**config.mk**
```make
export PLATFORM = sky130hd
export DESIGN_NAME = paged_fetch_counter
export DESIGN_NICKNAME = d
export VERILOG_FILES = /design/src/rtl/pfc_pkg.sv /design/src/rtl/pfc_ctrl.sv /design/src/rtl/pfc_datapath.sv /design/src/rtl/paged_fetch_counter.sv
export SDC_FILE = /design/constraint.sdc
export NUM_CORES = 1
export LEC_CHECK = 0
export ABC_AREA = 1
export BUFFER_PORTS_ARGS = -buffer_cell sky130_fd_sc_hd__buf_4
export CORE_ASPECT_RATIO = 0.75
export CORE_UTILIZATION = 33
export CTS_CLUSTER_SIZE = 12
export DETAILED_ROUTE_END_ITERATION = 12
export PLACE_DENSITY = 0.53
export SYNTH_ARGS = -nofsm -noshare
export SYNTH_HDL_FRONTEND = slang
export SYNTH_HIERARCHICAL = 1
export SYNTH_SLANG_ARGS = --single-unit
```
**constraint.sdc**
```tcl
create_clock -name clk -period 2.43 [get_ports clk]
set_clock_uncertainty 0.2 [all_clocks]
set_input_delay 0.1215 -clock clk [delete_from_list [all_inputs] [get_ports clk]]
set_output_delay 0.1215 -clock clk [all_outputs]
set_load 0.02 [all_outputs]
```
**src/rtl/pfc_pkg.sv**
```systemverilog
package pfc_pkg;
  typedef struct packed {
    logic load;
    logic doGoto;
    logic doCall;
    logic doRet;
    logic doPcl;
    logic doSkip;
  } pfcStrobes_t;
endpackage

```
**src/rtl/pfc_ctrl.sv**
```systemverilog
module pfc_ctrl
  import pfc_pkg::*;
(
  input  logic        clk,
  input  logic        rst,
  input  logic        fetchEn,
  input  logic        skipReq,
  input  logic        gotoReq,
  input  logic        callReq,
  input  logic        retReq,
  input  logic        pclWrite,
  output pfcStrobes_t strb
);
  always_comb begin
    strb = '0;
    strb.load = fetchEn;
    if (fetchEn) begin
      if (gotoReq)       strb.doGoto = 1'b1;
      else if (callReq)  strb.doCall = 1'b1;
      else if (retReq)   strb.doRet  = 1'b1;
      else if (pclWrite) strb.doPcl  = 1'b1;
      else if (skipReq)  strb.doSkip = 1'b1;
    end
  end

  // at most one action per slot
  assert_single_action_R11: assert property (@(posedge clk) disable iff (rst)
    $onehot0({strb.doGoto, strb.doCall, strb.doRet, strb.doPcl, strb.doSkip}));

  // fetch slots are spaced two clocks apart
  assert_slot_spacing_R2: assert property (@(posedge clk) disable iff (rst)
    fetchEn |=> !fetchEn);

  // goto wins over a simultaneous call
  assert_goto_priority_R11: assert property (@(posedge clk) disable iff (rst)
    (fetchEn && gotoReq) |-> !strb.doCall);
endmodule

```
**src/rtl/pfc_datapath.sv**
```systemverilog
module pfc_datapath
  import pfc_pkg::*;
#(
  parameter int PAGE_W      = 3,
  parameter int JUMP_W      = 9,
  parameter int CALL_W      = 8,
  parameter int DATA_W      = 8,
  parameter int STACK_DEPTH = 2
) (
  input  logic                          clk,
  input  logic                          rst,
  input  pfcStrobes_t                   strb,
  input  logic [JUMP_W-1:0]             instField,
  input  logic [PAGE_W-1:0]             pageSel,
  input  logic [DATA_W-1:0]             dataIn,
  output logic [PAGE_W+JUMP_W-1:0]      pcValue
);
  localparam int ADDR_W   = PAGE_W + JUMP_W;
  localparam int CALL_GAP = JUMP_W - CALL_W;
  localparam int DATA_GAP = JUMP_W - DATA_W;

  logic [ADDR_W-1:0] pcReg;
  logic [ADDR_W-1:0] pcNext;
  logic [ADDR_W-1:0] pcInc;
  logic [ADDR_W-1:0] retStack [STACK_DEPTH];

  assign pcInc = pcReg + ADDR_W'(1);

  always_comb begin
    pcNext = pcInc;
    if (strb.doGoto)      pcNext = {pageSel, instField};
    else if (strb.doCall) pcNext = {pageSel, {CALL_GAP{1'b0}}, instField[CALL_W-1:0]};
    else if (strb.doRet)  pcNext = retStack[0];
    else if (strb.doPcl)  pcNext = {pageSel, {DATA_GAP{1'b0}}, dataIn};
    else if (strb.doSkip) pcNext = pcReg + ADDR_W'(2);
  end

  always_ff @(posedge clk) begin
    if (rst)            pcReg <= '1;
    else if (strb.load) pcReg <= pcNext;
  end

  genvar gi;
  generate
    for (gi = 0; gi < STACK_DEPTH; gi++) begin : g_stack
      logic [ADDR_W-1:0] pushVal;
      logic [ADDR_W-1:0] popVal;
      if (gi == 0) begin : g_top
        assign pushVal = pcInc;
      end else begin : g_below
        assign pushVal = retStack[gi-1];
      end
      if (gi == STACK_DEPTH - 1) begin : g_bottom
        assign popVal = retStack[gi];
      end else begin : g_upper
        assign popVal = retStack[gi+1];
      end
      always_ff @(posedge clk) begin
        if (rst)              retStack[gi] <= '0;
        else if (strb.doCall) retStack[gi] <= pushVal;
        else if (strb.doRet)  retStack[gi] <= popVal;
      end
    end
  endgenerate

  assign pcValue = pcReg;

  // no slot, no change
  assert_hold_between_slots_R2: assert property (@(posedge clk) disable iff (rst)
    !strb.load |=> $stable(pcValue));

  // jump target from page bits and field
  assert_goto_target_R5: assert property (@(posedge clk) disable iff (rst)
    strb.doGoto |=> pcValue == {$past(pageSel), $past(instField)});

  // call target has bit 8 cleared and the page on top
  assert_call_bit8_R6: assert property (@(posedge clk) disable iff (rst)
    strb.doCall |=> (pcValue[CALL_W] == 1'b0 && pcValue[ADDR_W-1 -: PAGE_W] == $past(pageSel)));

  // low-byte write
  assert_pcl_write_R9: assert property (@(posedge clk) disable iff (rst)
    strb.doPcl |=> (pcValue[DATA_W-1:0] == $past(dataIn) && pcValue[DATA_W] == 1'b0));

  // pushed return is the address after the call
  assert_push_value_R6: assert property (@(posedge clk) disable iff (rst)
    strb.doCall |=> retStack[0] == $past(pcValue) + ADDR_W'(1));
endmodule

```
**src/rtl/paged_fetch_counter.sv**
```systemverilog
module paged_fetch_counter
  import pfc_pkg::*;
#(
  parameter int PAGE_W      = 3,
  parameter int JUMP_W      = 9,
  parameter int CALL_W      = 8,
  parameter int DATA_W      = 8,
  parameter int STACK_DEPTH = 2
) (
  input  logic                     clk,
  input  logic                     rst,
  input  logic                     fetchEn,
  input  logic                     skipReq,
  input  logic                     gotoReq,
  input  logic                     callReq,
  input  logic                     retReq,
  input  logic                     pclWrite,
  input  logic [JUMP_W-1:0]        instField,
  input  logic [PAGE_W-1:0]        pageSel,
  input  logic [DATA_W-1:0]        dataIn,
  output logic [PAGE_W+JUMP_W-1:0] fetchAddr,
  output logic [DATA_W-1:0]        pclOut
);
  pfcStrobes_t strb;

  pfc_ctrl i_ctrl (
    .clk(clk), .rst(rst), .fetchEn(fetchEn), .skipReq(skipReq),
    .gotoReq(gotoReq), .callReq(callReq), .retReq(retReq),
    .pclWrite(pclWrite), .strb(strb)
  );

  pfc_datapath #(
    .PAGE_W(PAGE_W), .JUMP_W(JUMP_W), .CALL_W(CALL_W),
    .DATA_W(DATA_W), .STACK_DEPTH(STACK_DEPTH)
  ) i_dp (
    .clk(clk), .rst(rst), .strb(strb), .instField(instField),
    .pageSel(pageSel), .dataIn(dataIn), .pcValue(fetchAddr)
  );

  assign pclOut = fetchAddr[DATA_W-1:0];

  // readable low byte tracks the counter
  assert_low_byte_R10: assert property (@(posedge clk) disable iff (rst)
    pclOut == fetchAddr[7:0]);
endmodule

```
==> summary.json <==
{
  "tightestPinTransition": {"value": 0.580, "unit": "ns"},
  "placement.setup.worst_slack": {"value": 0.318, "unit": "ns"},
  "count_of_yosys_warnings_during_synthesis": {"value": 6},
  "grt_first_pass_wirelength": {"value": 11400, "unit": "um"},
  "grt_start_max_net_pins": {"value": 15},
  "post_synth_num_cell_types": {"value": 36},
  "synth_sequential_area_ratio": {"value": 0.410},
  "synth-async-reset-ratio": {"value": 0},
  "detail_route.iter0.violations": {"value": 185},
  "insertedDiodeCount": {"value": 0},
  "core_area": {"value": 6830, "unit": "sq um"},
  "grt_setup_unrepaired": {"value": "false"},
  "buffer_cell_driving_the_clock_tree_root": {"value": "clkbuf_8"},
  "timing.critical_path.buf_inv": {"value": 3},
  "tritoncts_clock_tree": {"value": "built"},
  "critical_path.cell_chain": {"value": "inv_1 > nand2_1 > nand2_1 > inv_2 > nand2_2 > o21ai_1 > nand3_1 > o21ai_1 > nand2_1 > nand2_1 > nand2_1 > dlygate4sd3_1"},
  "synthCells": {"value": 314},
  "dp.final_hpwl": {"value": 5430, "unit": "um"},
  "synth_flop_cell": {"value": "edfxtp_1"},
  "status": {"value": "finished, final reports clean"},
  "layout.cells.non_filler": {"value": 466},
  "final.setup.tns": {"value": 0, "unit": "ns"},
  "synth_commonest_cells": {"value": "nand2_1 (79), inv_1 (37), nor2_1 (34)"},
  "floorplan.initialDensity": {"value": 0.343},
  "placementRows": {"value": 26},
  "cp_common_cell": {"value": "nand2_1"},
  "timing.max_slew.rel_slack": {"value": 0.612},
  "drc": {"value": 0},
  "fin_ws": {"value": 0.110, "unit": "ns"},
  "ys_ff_latch": {"value": 36},
  "max_stage_delay": {"value": 0.55, "unit": "ns"},
  "place.detailed.instances": {"value": 439},
  "slowest_stage": {"value": "dlygate4sd3_1"},
  "antenna_found_initial": {"value": 0},
  "clk_path_buf_depth": {"value": 2},
  "cts.htree.levels": {"value": 2},
  "area_growth_syn_to_layout": {"value": 31.1, "unit": "%"},
  "drive_gt1_frac": {"value": 0.220},
  "power_density": {"value": 586, "unit": "nW/um^2"},
  "total_power": {"value": 0.00180, "unit": "W"},
  "postSynthAreaPerCell": {"value": 7.46, "unit": "sq um"},
  "groute.usage.overall": {"value": 0.207},
  "design.die.area": {"value": 7440, "unit": "sq um"},
  "netlist_top_cells_area": {"value": "edfxtp_1 (31%), nand2_1 (13%), dfxtp_1 (10%)"},
  "wirelength": {"value": 7270, "unit": "um"},
  "postRouteAntennaNets": {"value": 0},
  "worstSetupEndpointType": {"value": "register"},
  "timing.final.crit_period": {"value": 2.32, "unit": "ns"},
  "max_cap_violations": {"value": 0},
  "fill_cells": {"value": 704},
  "worst_setup_hold_path_clk_slew": {"value": 0.08, "unit": "ns"},
  "total_gr_overflow": {"value": 0},
  "min-delay-path-class": {"value": "primary input to register"},
  "io_buffers": {"value": 47},
  "dieWidth": {"value": 99.3, "unit": "um"},
  "yosysTopAreaCell": {"value": "edfxtp_1"},
  "number_of_global_route_vias_before_repair": {"value": 2229},
  "setup_fix_bufs_post_cts": {"value": 0},
  "worst_path_dominant_cell_family": {"value": "buffers and inverters"},
  "synthDominantCellAreaShare": {"value": 0.308},
  "cts_sinks": {"value": 36},
  "synth-edff-count": {"value": 24},
  "synthesis.nets": {"value": 344},
  "drt-pass1-iter-count": {"value": 5},
  "clock_latency": {"value": 0.29, "unit": "ns"},
  "routed_wire_length_per_instance": {"value": 15.6, "unit": "um"},
  "vias_per_cell": {"value": 5.10},
  "finish.net_count": {"value": 411},
  "cts_made_buffers": {"value": 5},
  "path_class": {"value": "register to register"},
  "fmax": {"value": 0.431, "unit": "GHz"},
  "vias_after_detailed_routing": {"value": 2378},
  "max-vdd-ir-drop": {"value": 0.000307, "unit": "V"},
  "timing.final.max_slew_violations": {"value": 0},
  "routabilityCongestion": {"value": 0.833},
  "startpoint_type": {"value": "register"},
  "timing_hold_violations_final": {"value": 0},
  "critPathArrivalTime": {"value": 2.30, "unit": "ns"},
  "io-pin-count": {"value": 48},
  "fp.dieH": {"value": 75.0, "unit": "um"},
  "worstPathMaxFanout": {"value": 8},
  "leakage_power": {"value": 1.44, "unit": "nW"},
  "min_period_over_period": {"value": 0.955},
  "synthMostInstantiatedCell": {"value": "nand2_1"},
  "worstPathRequired": {"value": 2.41, "unit": "ns"},
  "synth.cell_area": {"value": 2340, "unit": "sq um"},
  "setup-violations-final": {"value": 0}
}
-- state kept, by name, indices dropped and copies added, names as in the netlist --
signal and flops:
i_dp/retStack 24, i_dp/pcValue 12
-- repair_timing --
action / CTS / global route
setup endpoints to repair: 0 / 3
gates resized for setup: 0 / 6
hold buffers: 19 / 0
endpoints found under the hold margin: 12 / 0
-- final timing paths --
kind,to,cells past startpoint,from,slack [ns]
min,i_dp/pcValue[3],4,instField[3],0.003
min reg2reg,i_dp/retStack[0][3],2,i_dp/retStack[1][3],0.33
max reg2reg,i_dp/pcValue[9],12,i_dp/pcValue[0],0.11
max,i_dp/pcValue[9],12,i_dp/pcValue[0],0.11
-- metal layers --
metal	routed length (um)	global-route usage
met4	63	0.0490
met1	3490	0.295
met2	3210	0.331
met5	0	0
met3	508	0.0362
-- power by group --
group,switching (W),internal [W]
Combinational,0.000298,0.000213
Clock,0.000231,0.000305
Sequential,0.0000522,0.000701
Total,0.000582,0.00122
-- through the flow --
step / util / cell area (sq um) / hold slack, ns
detailed placement: 0.404 / 2760 / 0.172
finish: 0.449 / 3070 / 0.00301
CTS: 0.448 / 3060 / 0.00102
global route: 0.449 / 3070 / 0.0126
floorplan: - / 2340 / 0.0264
global placement: 0.404 / 2760 / 0.173
-- cells in the final DEF (no fill, tap or decap), types with 3 or more instances in the layout --
| cell type | instances |
|---|---|
| edfxtp_1 | 24 |
| clkbuf_8 | 5 |
| nand4_1 | 4 |
| dfxtp_2 | 4 |
| o21ai_0 | 14 |
| o21ai_1 | 9 |
| dfxtp_1 | 8 |
| a21oi_1 | 20 |
| dlygate4sd3_1 | 19 |
| nand2_1 | 79 |
| nor2_1 | 33 |
| o211ai_1 | 3 |
| buf_4 | 59 |
| inv_1 | 37 |
| nand3_1 | 24 |
| nor2_2 | 3 |
| nor2_4 | 3 |
| xnor2_1 | 3 |
-- worst reg2reg max path: cells and delay by family, from the launching register on --
kind	cells	cell delay, ns
buf+inv	3	0.73
simple gates	7	0.57
flops	1	0.47
compound gates	2	0.22
-- cells by family after synthesis --
family / after synthesis / synth area share
DFF: 36 / 0.410
and+or+nand+nor: 151 / 0.284
buffers and inverters: 57 / 0.117
adders and majority gates: 2 / 0.0107
xor gates and xnor gates: 5 / 0.0187
AOI/OAI and AO/OA: 63 / 0.160
-- area by class of cell --
type,instances,area [sq um],share of cell area
Multi-Input combinational cell,221,1110,0.362
Inverter,39,146,0.0477
Sequential cell,36,966,0.315
Clock buffer,6,72.6,0.0236
Clock inverter,2,35.0,0.0114
Timing Repair Buffer,78,633,0.206
Tap cell,84,105,0.0342
Note: power is estimated with default switching activity, not from simulation.
